**config.mk**
```make
export PLATFORM = sky130hd
export DESIGN_NAME = trig_decide
export DESIGN_NICKNAME = d
export VERILOG_FILES = /design/src/rtl/trig_pkg.sv /design/src/rtl/trigCtrl.sv /design/src/rtl/prngBank.sv /design/src/rtl/trigDatapath.sv /design/src/rtl/trig_decide.sv
export SDC_FILE = /design/constraint.sdc
export NUM_CORES = 1
export LEC_CHECK = 0
export CAP_MARGIN = 5
export CORE_MARGIN = 2
export CORE_UTILIZATION = 35
export DETAILED_ROUTE_END_ITERATION = 10
export GPL_ROUTABILITY_DRIVEN = 0
export HOLD_SLACK_MARGIN = 0.08
export PLACE_DENSITY_LB_ADDON = 0.05
export SLEW_MARGIN = 20
export SYNTH_ARGS = -nofsm -noshare
export SYNTH_HDL_FRONTEND = slang
export SYNTH_SLANG_ARGS = --single-unit
```
**constraint.sdc**
```tcl
create_clock -name clk -period 6.9 [get_ports clk]
set_input_delay 0.69 -clock clk [delete_from_list [all_inputs] [get_ports clk]]
set_output_delay 0.69 -clock clk [all_outputs]
set_load 0.005 [all_outputs]
```
**src/rtl/trig_pkg.sv**
```systemverilog
package trig_pkg;

  localparam int LFSR_W = 32;
  // Galois form of x^32 + x^22 + x^2 + x + 1
  localparam logic [LFSR_W-1:0] LFSR_TAPS = 32'h8020_0003;

  typedef struct packed {
    logic capture;  // register the evaluated decision
    logic flush;    // clear the output registers
    logic advance;  // step the random sources
  } ctrlStrobe_t;

  function automatic logic [LFSR_W-1:0] lfsrStep(input logic [LFSR_W-1:0] s);
    logic [LFSR_W-1:0] n;
    n = s >> 1;
    if (s[0]) n = n ^ LFSR_TAPS;
    return n;
  endfunction

  function automatic logic [LFSR_W-1:0] lfsrSeed(input int unsigned idx);
    logic [LFSR_W-1:0] v;
    v = 32'hACE1_5EED ^ (LFSR_W'(idx + 1) * 32'h9E37_79B9);
    if (v == '0) v = 32'h0000_0001;
    return v;
  endfunction

endpackage

```
**src/rtl/trigCtrl.sv**
```systemverilog
module trigCtrl
  import trig_pkg::*;
(
  input  logic        clk,
  input  logic        rstN,
  input  logic        wordValid,
  output ctrlStrobe_t strobe,
  output logic        outValid
);

  always_comb begin
    strobe.capture = wordValid;
    strobe.flush   = ~wordValid;
    strobe.advance = rstN;
  end

  always_ff @(posedge clk or negedge rstN) begin
    if (!rstN) outValid <= 1'b0;
    else       outValid <= wordValid;
  end

endmodule

```
**src/rtl/prngBank.sv**
```systemverilog
module prngBank
  import trig_pkg::*;
#(
  parameter int NUM_OUT    = 8,
  parameter int DRAW_W     = 16,
  parameter int STEPS      = 16,
  localparam int DRAWS_W   = NUM_OUT * DRAW_W
) (
  input  logic               clk,
  input  logic               rstN,
  input  ctrlStrobe_t        strobe,
  output logic [DRAWS_W-1:0] draws
);

  genvar g;
  generate
    for (g = 0; g < NUM_OUT; g++) begin : gSrc
      localparam logic [LFSR_W-1:0] SEED = lfsrSeed(g);
      logic [LFSR_W-1:0] state;
      logic [LFSR_W-1:0] stateNext;

      always_comb begin
        stateNext = state;
        for (int k = 0; k < STEPS; k++) stateNext = lfsrStep(stateNext);
      end

      always_ff @(posedge clk or negedge rstN) begin
        if (!rstN)               state <= SEED;
        else if (strobe.advance) state <= stateNext;
      end

      assign draws[g*DRAW_W +: DRAW_W] = state[LFSR_W-1 -: DRAW_W];
    end
  endgenerate

endmodule

```
**src/rtl/trigDatapath.sv**
```systemverilog
module trigDatapath
  import trig_pkg::*;
#(
  parameter int NUM_OUT    = 8,
  parameter int NUM_SRC    = 4,
  parameter int WORD_W     = 16,
  parameter int PRESCALE_W = 16,
  localparam int SEL_W     = (NUM_SRC > 1) ? $clog2(NUM_SRC) : 1,
  localparam int WORDS_W   = NUM_SRC * WORD_W,
  localparam int MASKS_W   = NUM_OUT * WORD_W,
  localparam int SELS_W    = NUM_OUT * SEL_W,
  localparam int PS_W      = NUM_OUT * PRESCALE_W
) (
  input  logic               clk,
  input  logic               rstN,
  input  ctrlStrobe_t        strobe,
  input  logic [WORDS_W-1:0] trigWords,
  input  logic [MASKS_W-1:0] requireMasks,
  input  logic [MASKS_W-1:0] vetoMasks,
  input  logic [SELS_W-1:0]  srcSel,
  input  logic [NUM_OUT-1:0] enableMask,
  input  logic [PS_W-1:0]    prescale,
  input  logic [PS_W-1:0]    draws,
  output logic [NUM_OUT-1:0] trigOut,
  output logic [NUM_OUT-1:0] candOut
);

  logic [WORD_W-1:0]  srcWord [NUM_SRC];
  logic [NUM_OUT-1:0] candNext;
  logic [NUM_OUT-1:0] acceptNext;

  genvar s, g;
  generate
    for (s = 0; s < NUM_SRC; s++) begin : gWord
      assign srcWord[s] = trigWords[s*WORD_W +: WORD_W];
    end

    for (g = 0; g < NUM_OUT; g++) begin : gBit
      logic [SEL_W-1:0]      selG;
      logic [WORD_W-1:0]     picked;
      logic [WORD_W-1:0]     reqG;
      logic [WORD_W-1:0]     vetoG;
      logic [PRESCALE_W-1:0] limitG;
      logic [PRESCALE_W-1:0] drawG;
      logic                  reqMet;
      logic                  vetoClear;
      logic                  drawWins;

      assign selG      = srcSel[g*SEL_W +: SEL_W];
      assign picked    = srcWord[selG];
      assign reqG      = requireMasks[g*WORD_W +: WORD_W];
      assign vetoG     = vetoMasks[g*WORD_W +: WORD_W];
      assign limitG    = prescale[g*PRESCALE_W +: PRESCALE_W];
      assign drawG     = draws[g*PRESCALE_W +: PRESCALE_W];
      assign reqMet    = ((picked & reqG) == reqG);
      assign vetoClear = ((picked & vetoG) == '0);
      assign drawWins  = (drawG <= limitG);

      assign candNext[g]   = enableMask[g] & reqMet & vetoClear;
      assign acceptNext[g] = candNext[g] & drawWins;
    end
  endgenerate

  always_ff @(posedge clk or negedge rstN) begin
    if (!rstN) begin
      candOut <= '0;
      trigOut <= '0;
    end else if (strobe.capture) begin
      candOut <= candNext;
      trigOut <= acceptNext;
    end else if (strobe.flush) begin
      candOut <= '0;
      trigOut <= '0;
    end
  end

endmodule

```
**src/rtl/trig_decide.sv**
```systemverilog
module trig_decide
  import trig_pkg::*;
#(
  parameter int NUM_OUT    = 8,
  parameter int NUM_SRC    = 4,
  parameter int WORD_W     = 16,
  parameter int PRESCALE_W = 16,
  parameter int LFSR_STEPS = 16,
  localparam int SEL_W     = (NUM_SRC > 1) ? $clog2(NUM_SRC) : 1,
  localparam int WORDS_W   = NUM_SRC * WORD_W,
  localparam int MASKS_W   = NUM_OUT * WORD_W,
  localparam int SELS_W    = NUM_OUT * SEL_W,
  localparam int PS_W      = NUM_OUT * PRESCALE_W
) (
  input  logic               clk,
  input  logic               rstN,
  input  logic               wordValid,
  input  logic [WORDS_W-1:0] trigWords,
  input  logic [MASKS_W-1:0] requireMasks,
  input  logic [MASKS_W-1:0] vetoMasks,
  input  logic [SELS_W-1:0]  srcSel,
  input  logic [NUM_OUT-1:0] enableMask,
  input  logic [PS_W-1:0]    prescale,
  output logic [NUM_OUT-1:0] trigOut,
  output logic [NUM_OUT-1:0] candOut,
  output logic               outValid
);

  ctrlStrobe_t     strobe;
  logic [PS_W-1:0] draws;

  trigCtrl u_ctrl (
    .clk       (clk),
    .rstN      (rstN),
    .wordValid (wordValid),
    .strobe    (strobe),
    .outValid  (outValid)
  );

  prngBank #(
    .NUM_OUT (NUM_OUT),
    .DRAW_W  (PRESCALE_W),
    .STEPS   (LFSR_STEPS)
  ) u_prng (
    .clk    (clk),
    .rstN   (rstN),
    .strobe (strobe),
    .draws  (draws)
  );

  trigDatapath #(
    .NUM_OUT    (NUM_OUT),
    .NUM_SRC    (NUM_SRC),
    .WORD_W     (WORD_W),
    .PRESCALE_W (PRESCALE_W)
  ) u_dp (
    .clk          (clk),
    .rstN         (rstN),
    .strobe       (strobe),
    .trigWords    (trigWords),
    .requireMasks (requireMasks),
    .vetoMasks    (vetoMasks),
    .srcSel       (srcSel),
    .enableMask   (enableMask),
    .prescale     (prescale),
    .draws        (draws),
    .trigOut      (trigOut),
    .candOut      (candOut)
  );

endmodule

```
==> results of run 1 <==
## registers in the layout, summed over array words and instances, names as in the netlist
register and count:
u_ctrl.outValid 1, u_dp.candOut 8, u_dp.trigOut 8, u_prng.gSrc.state 256
## routing by layer
metal  share of wire, %  vias to the layer above  global-route usage (%)  wire length, microns
li1                   -                     7677                       -                     -
met1                 41                     8168                   30.05                 31720
met2                 49                      633                   40.68                 37380
met3                5.9                      132                   4.492                  4553
met4                3.7                       14                   9.231                  2851
met5               0.12                        -                       0                    91
## logic make-up after synthesis
kind of cell,count (synthesis),synth area share [%]
simple gates,254,5.444
mux,391,26.22
buf+inv,230,4.020
xor+xnor,375,18.37
compound gates,234,6.309
fa+ha+maj,128,7.382
flops,273,32.25
## synth_stat cells, types with 3 or more instances
cell / count / share of area (%)
sky130_fd_sc_hd__a211o_1: 4 / 0.16
sky130_fd_sc_hd__a211oi_1: 8 / 0.28
sky130_fd_sc_hd__a21boi_0: 4 / 0.14
sky130_fd_sc_hd__a21o_1: 23 / 0.80
sky130_fd_sc_hd__a21oi_1: 135 / 3.1
sky130_fd_sc_hd__a221o_1: 3 / 0.14
sky130_fd_sc_hd__buf_1: 11 / 0.19
sky130_fd_sc_hd__buf_2: 7 / 0.16
sky130_fd_sc_hd__clkbuf_1: 64 / 1.1
sky130_fd_sc_hd__dfrtp_1: 140 / 16
sky130_fd_sc_hd__dfstp_2: 133 / 16
sky130_fd_sc_hd__ha_1: 128 / 7.4
sky130_fd_sc_hd__inv_1: 148 / 2.6
sky130_fd_sc_hd__mux2_2: 134 / 7.0
sky130_fd_sc_hd__mux2i_1: 128 / 5.9
sky130_fd_sc_hd__mux4_2: 128 / 13
sky130_fd_sc_hd__nand2_1: 37 / 0.64
sky130_fd_sc_hd__nand2b_1: 5 / 0.14
sky130_fd_sc_hd__nand3_1: 9 / 0.21
sky130_fd_sc_hd__nand4_1: 56 / 1.6
sky130_fd_sc_hd__nor2_1: 117 / 2.0
sky130_fd_sc_hd__nor2b_1: 14 / 0.40
sky130_fd_sc_hd__nor3_1: 10 / 0.23
sky130_fd_sc_hd__nor4_1: 3 / 0.087
sky130_fd_sc_hd__o211ai_1: 3 / 0.10
sky130_fd_sc_hd__o21a_1: 16 / 0.55
sky130_fd_sc_hd__o21ai_0: 26 / 0.60
sky130_fd_sc_hd__o221ai_1: 5 / 0.20
sky130_fd_sc_hd__xnor2_1: 196 / 7.9
sky130_fd_sc_hd__xnor2_2: 45 / 3.4
sky130_fd_sc_hd__xnor2_4: 15 / 1.9
sky130_fd_sc_hd__xor2_1: 110 / 4.4
sky130_fd_sc_hd__xor2_2: 7 / 0.52
## layout by cell type (no fill, tap or decap), drive strengths merged, types with 117 or more instances in the layout
cell type,netlist,final
a21oi,135,135
clkdlybuf4s50,0,490
dfrtp,140,140
dfstp,133,133
ha,128,128
inv,148,149
mux2,135,135
mux2i,128,128
mux4,128,128
nor2,117,117
xnor2,256,256
xor2,117,117
## through the flow
step	hold WS [ps]	utilization, %	cell area (sq um)	instances
after detailed placement	482.1	44.63	27440	3100
after floorplan	394.4	-	21700	1885
after CTS	220.1	46.49	28580	3164
after global placement	478.0	44.62	27430	3100
final	223.5	46.56	28630	3181
after global routing	252.7	46.54	28620	3177
## worst max path at each step
stage               start                        end  slack, ps  cells after the start
2_1_floorplan   srcSel[8]  u_dp.trigOut[4]$_DFF_PN0_       3840                      9
3_3_place_gp    srcSel[5]  u_dp.trigOut[2]$_DFF_PN0_       2350                      7
3_5_place_dp   srcSel[11]  u_dp.trigOut[5]$_DFF_PN0_       2700                      6
4_1_cts        srcSel[11]  u_dp.trigOut[5]$_DFF_PN0_       3310                      6
5_1_grt        srcSel[11]  u_dp.trigOut[5]$_DFF_PN0_       3190                      8
6_report       srcSel[11]  u_dp.trigOut[5]$_DFF_PN0_       3230                      6
## layout make-up
class	count	area (sq um)	area share (%)
clock buffer	53	1003	3.505
tap	790	988.4	3.453
inverter	148	555.5	1.941
antenna	17	42.54	0.1486
sequential	273	6998	24.44
clock inverter	11	142.6	0.4983
timing repair buffer	507	5065	17.69
multi-input combinational	1382	13830	48.32
==> qor.txt, run 1 <==
CLOCK NETWORK
--------------------------------------------------------------------------------------------------------
Clock tree buffer depth ...................................................................            3
Number of sinks handled by clock tree synthesis ...........................................          273
Resized cells post-CTS ....................................................................            0
Hold buffers post-CTS .....................................................................            0
Number of buffers created by CTS ..........................................................           35
Master cell of the clock root buffer ...................................................... sky130_fd_sc_hd__clkbuf_16
Post-CTS Repair Setup Buffers .............................................................            0
Post-CTS clock slew at the launch and capture registers of the worst setup and hold paths .        60 ps
CTS tree ..................................................................................         done
Deepest level of the CTS H-tree ...........................................................            2
Worst skew pair latency ...................................................................       550 ps

PLACEMENT
--------------------------------------------------------------------------------------------------------
Placed wire-length estimate ...............................................................     62.46 mm
Post-Place Worst Slack ....................................................................      2701 ps
Quantity of I/O buffers inserted on ports .................................................          491

SYNTH
--------------------------------------------------------------------------------------------------------
Cells after synthesis .....................................................................         1885
Total nets after synthesis ................................................................         2488
Number of flip-flops and latches in the synthesized netlist ...............................          273
Number of flops mapped to enable cells by yosys ...........................................            0
Mapped cell area ..........................................................................  21700 sq um
Number of distinct library cell variants in the gate-level netlist after synthesis ........           42
Main flop type after synthesis ............................................................ sky130_fd_sc_hd__dfrtp_1
Ys Warns ..................................................................................            0
Average footprint of a synthesized cell ...................................................  11.51 sq um
Part of the Yosys area used for sequential elements .......................................       32.25%
Share of async-settable or async-resettable flops after synthesis .........................       100.0%

GRT
--------------------------------------------------------------------------------------------------------
All-layer global routing usage ............................................................       23.93%
Largest net degree at the start of global routing .........................................          201
Number of antenna violations at the first check in global routing .........................           23
GRT overflow ..............................................................................            0
First-pass GRT wire length ................................................................     112.9 mm
Via count of the first global-routing pass ................................................       17.53k

FLOORPLANNING
--------------------------------------------------------------------------------------------------------
Effective utilization at floorplan ........................................................       35.29%
Die Height ................................................................................ 253.0 microns
Total number of placement rows ............................................................           91
Number of primary I/O pins ................................................................          492
Die footprint .............................................................................  64000 sq um
Floorplan Core Area .......................................................................  61480 sq um
Die Span X ................................................................................ 253.0 microns

SETUP PATH
--------------------------------------------------------------------------------------------------------
Family with the most delay on the worst path .............................................. simple AND/OR/NAND/NOR gates
Flop-to-flop setup slack ..................................................................      4050 ps
Slowest cell on crit path ................................................................. sky130_fd_sc_hd__clkdlybuf4s50_1
Startpoint type of the worst setup path ................................................... primary input
Category of the most critical setup path .................................................. primary input to flop
Required time of the critical path ........................................................      7370 ps
Buf+Inv Stages, Crit Path .................................................................            1
Worst-path maximum fanout .................................................................           16
Worst path max stage delay ................................................................      1140 ps
Worst reg2reg path depth ..................................................................            8
Critical path capture point type ..........................................................         flop
CP Data Arrival Time ......................................................................      4140 ps
Capturing point of the worst reg2reg path ................................................. u_prng.gSrc[4].state[21]$_DFFE_PN1P_
Cell chain of the critical path ........................................................... clkdlybuf4s50_1 -> mux4_2 -> mux2i_1 -> nand3_1 -> nor3_1 -> a21boi_0
Worst reg2reg startpoint .................................................................. u_prng.gSrc[4].state[0]$_DFFE_PN0P_

FINISH
--------------------------------------------------------------------------------------------------------
Nets ......................................................................................         2950
Share of cells above drive strength 1 .....................................................       22.54%
Fillcell total ............................................................................         5684
Area added between synthesis and finish ...................................................       31.95%

DRT
--------------------------------------------------------------------------------------------------------
Ratio of routed vias to standard cells ....................................................        5.226
1st-pass router iterations ................................................................            5
Via count of the routed design ............................................................       16.62k
Count of routing violations after the opening detailed-route iteration ....................         1049
Total wire length after detailed routing ..................................................     76.60 mm
Number of routed nets with antenna violations .............................................            0
Residual DRC count ........................................................................            0
Average wire per cell in the routed design ................................................ 24.08 microns

TIMING
--------------------------------------------------------------------------------------------------------
Final count of negative-setup-slack endpoints .............................................            0
Worst max-slew margin expressed relative to the limit .....................................       21.06%
Post-layout min period ....................................................................      3672 ps
Slew of the pin with the lowest slew margin ...............................................      1180 ps
Setup repair after global routing missed its margin .......................................           no
Worst-case clock skew .....................................................................     24.10 ps
PnR worst setup slack .....................................................................      3228 ps
Fmax achieved .............................................................................   0.2723 GHz
Hold violation total from the final report ................................................            0
Fin Setup TNS .............................................................................         0 ps
Part of the cycle the worst path needs ....................................................       53.22%
Final number of max-transition violations .................................................            0

STATUS
--------------------------------------------------------------------------------------------------------
Outcome ................................................................................... finished clean

WORST HOLD PATH
--------------------------------------------------------------------------------------------------------
Path class of the lowest-slack min-delay path ............................................. primary input to asynchronous set/reset pin

JOB
--------------------------------------------------------------------------------------------------------
Maximum capacitance violations ............................................................            0

Power of run 1 is left out: the tool's default activity adds up to more than one toggle a clock period on the data nets, which glitch-free logic cannot reach.
==> run 2: changes to the inputs <==
==> constraint.sdc (replaced) <==
create_clock -name clk -period 3.2 [get_ports clk]
set_input_delay 0.32 -clock clk [delete_from_list [all_inputs] [get_ports clk]]
set_output_delay 0.32 -clock clk [all_outputs]
set_load 0.005 [all_outputs]
==> run 2 against run 1 <==
Compared with the run above:
- via count grew 1.5%
- highest routed layer unchanged
- die area did not move
- final cell count rose by 2.0%
- global-route usage up 0.63 points
- sequential share of layout area down 0.54 points
==> qor.txt, run 2 (same netlist as run 1, synthesis figures left out) <==
GRT
--------------------------------------------------------------------------------------------------------
Largest net degree at the start of global routing .........................................           92   was 201
Number of antenna violations at the first check in global routing .........................           16   was 23
GRT overflow ..............................................................................            0   unchanged
Via count of the first global-routing pass ................................................       17.70k   was 17.53k
All-layer global routing usage ............................................................       24.56%   was 23.93%
First-pass GRT wire length ................................................................     115.6 mm   was 112.9 mm

FINISH
--------------------------------------------------------------------------------------------------------
Most used cells in the layout excluding fill and tap cells ................................ sky130_fd_sc_hd__clkdlybuf4s50_1, sky130_fd_sc_hd__xnor2_1, sky130_fd_sc_hd__inv_1   unchanged
Registers with the most flip-flops ........................................................ u_prng.gSrc.state (256), u_dp.candOut (8), u_dp.trigOut (8)   unchanged
Nets ......................................................................................         3019   was 2950
Most common library cell in the layout ignoring fill and taps ............................. sky130_fd_sc_hd__clkdlybuf4s50_1   unchanged
Area added between synthesis and finish ...................................................       34.93%   was 31.95%
Max reg flops .............................................................................          256   unchanged
Final instance count without filler cells .................................................         3246   was 3181
Top reg by flops .......................................................................... u_prng.gSrc.state   unchanged
Share of cells above drive strength 1 .....................................................       24.73%   was 22.54%
Fillcell total ............................................................................         5634   was 5684

DRT
--------------------------------------------------------------------------------------------------------
1st-pass router iterations ................................................................            5   unchanged
Average wire per cell in the routed design ................................................ 24.13 microns   was 24.08 microns
Ratio of routed vias to standard cells ....................................................        5.197   was 5.226
Total wire length after detailed routing ..................................................     78.34 mm   was 76.60 mm
Count of routing violations after the opening detailed-route iteration ....................          856   was 1049
Residual DRC count ........................................................................            0   unchanged
Via count of the routed design ............................................................       16.87k   was 16.62k
Number of routed nets with antenna violations .............................................            0   unchanged

WORST HOLD PATH
--------------------------------------------------------------------------------------------------------
Path class of the lowest-slack min-delay path ............................................. primary input to asynchronous set/reset pin   unchanged

SETUP PATH
--------------------------------------------------------------------------------------------------------
CP Data Arrival Time ......................................................................      3180 ps   was 4140 ps
Required time of the critical path ........................................................      3660 ps   was 7370 ps
Worst-path maximum fanout .................................................................           16   unchanged
Startpoint type of the worst setup path ................................................... primary input   unchanged
Critical path capture point type ..........................................................         flop   unchanged
Category of the most critical setup path .................................................. primary input to flop   unchanged

CLOCK NETWORK
--------------------------------------------------------------------------------------------------------
Worst skew pair latency ...................................................................       550 ps   about the same
Number of sinks handled by clock tree synthesis ...........................................          273   unchanged
Deepest level of the CTS H-tree ...........................................................            2   unchanged
Clock tree buffer depth ...................................................................            3   unchanged
Post-CTS Repair Setup Buffers .............................................................            0   unchanged
Post-CTS clock slew at the launch and capture registers of the worst setup and hold paths .        60 ps   about the same
CTS tree ..................................................................................         done   unchanged
Resized cells post-CTS ....................................................................            0   unchanged
Number of buffers created by CTS ..........................................................           35   unchanged
Master cell of the clock root buffer ...................................................... sky130_fd_sc_hd__clkbuf_16   unchanged

TIMING
--------------------------------------------------------------------------------------------------------
Slew of the pin with the lowest slew margin ...............................................     598.6 ps   was 1180 ps
Fmax achieved .............................................................................   0.3673 GHz
Hold violation total from the final report ................................................            0   unchanged
Worst max-slew margin expressed relative to the limit .....................................       59.81%   was 21.06%
Part of the cycle the worst path needs ....................................................       85.08%
Final number of max-transition violations .................................................            0   unchanged
Setup repair after global routing missed its margin .......................................           no   unchanged
Final count of negative-setup-slack endpoints .............................................            0   unchanged
Post-layout min period ....................................................................      2722 ps
Worst-case clock skew .....................................................................     25.19 ps   was 24.10 ps

PLACEMENT
--------------------------------------------------------------------------------------------------------
Quantity of I/O buffers inserted on ports .................................................          491   unchanged
Placed wire-length estimate ...............................................................     65.33 mm   was 62.46 mm
Cell count after placement ................................................................         3168   was 3100

FLOORPLANNING
--------------------------------------------------------------------------------------------------------
Floorplan Core Area .......................................................................  61480 sq um   unchanged
Die Span X ................................................................................ 253.0 microns   unchanged
Die Height ................................................................................ 253.0 microns   unchanged
Total number of placement rows ............................................................           91   unchanged
Effective utilization at floorplan ........................................................       35.29%   unchanged
Die footprint .............................................................................  64000 sq um   unchanged
Number of primary I/O pins ................................................................          492   unchanged

STATUS
--------------------------------------------------------------------------------------------------------
Outcome ................................................................................... finished clean   unchanged

JOB
--------------------------------------------------------------------------------------------------------
Maximum capacitance violations ............................................................            0   unchanged

## run 2: changes by cell type in the layout (fill, tap and decap cells not counted), moves of 2 or more
cell,before,now
sky130_fd_sc_hd__buf_4,14,70
sky130_fd_sc_hd__clkbuf_1,12,9
sky130_fd_sc_hd__inv_6,0,2
sky130_fd_sc_hd__buf_12,2,14
sky130_fd_sc_hd__bufinv_16,2,0
sky130_fd_sc_hd__diode_2,17,14
sky130_fd_sc_hd__clkinv_2,6,4
sky130_fd_sc_hd__clkbuf_8,6,10
## run 2: critical path, stage by stage
cell and delay, ps:
sky130_fd_sc_hd__clkdlybuf4s50_1 510, sky130_fd_sc_hd__buf_12 210, sky130_fd_sc_hd__mux4_2 530, sky130_fd_sc_hd__mux2i_1 360
sky130_fd_sc_hd__nand4_1 140, sky130_fd_sc_hd__nor2_1 130, sky130_fd_sc_hd__nand4_1 130, sky130_fd_sc_hd__nor3_1 420
sky130_fd_sc_hd__buf_4 230, sky130_fd_sc_hd__a21boi_0 180
## run 2: metal layers
metal	part of all wire, %	track usage, %
met1	41	30.19
met2	49	42.41
met3	6.2	4.842
met4	3.9	9.434
met5	0.033	0
## run 2: worst paths after layout
check | start | slack [ps] | cells after the start | to
max | srcSel[10] | 480 | 10 | u_dp.trigOut[5]$_DFF_PN0_
min | rstN | 290 | 2 | u_prng.gSrc[7].state[3]$_DFFE_PN0P_
max reg2reg | u_prng.gSrc[2].state[0]$_DFFE_PN0P_ | 480 | 8 | u_prng.gSrc[2].state[21]$_DFFE_PN0P_
min reg2reg | u_prng.gSrc[1].state[31]$_DFFE_PN1P_ | 490 | 2 | u_prng.gSrc[1].state[31]$_DFFE_PN1P_
max in group asynchronous | rstN | 2030 | 3 | u_prng.gSrc[7].state[24]$_DFFE_PN1P_
min in group clk | enableMask[6] | 360 | 3 | u_dp.candOut[6]$_DFF_PN0_
## run 2: cell type report
cell class,instances,area (sq um),share of cell area (%)
inverter,148,555.5,1.898
sequential,273,6998,23.91
timing repair buffer,576,5736,19.59
clock inverter,8,62.56,0.2137
antenna,14,35.03,0.1197
tap,790,988.4,3.377
multi-input combinational,1382,13830,47.23
clock buffer,55,1072,3.663
## run 2: repair_timing
action	in CTS	in global routing
hold buffers	1	0
setup endpoints to repair	0	0
hold endpoints to repair	17	0
## run 2: stage by stage
step / utilization [%] / hold WS [ps] / setup WS (ps) / setup TNS (ps) / area (sq um)
after global placement: 45.69 / 275.4 / -39.77 / -39.77 / 28090
after global routing: 47.60 / 295.7 / 270.1 / 0 / 29270
after CTS: 47.55 / 285.8 / 462.6 / 0 / 29240
final: 47.61 / 285.4 / 477.6 / 0 / 29270
after detailed placement: 45.69 / 287.3 / -84.15 / -84.15 / 28090
after floorplan: - / 24.41 / 508.3 / 0 / 21700
Power of run 2 is left out for the same reason.
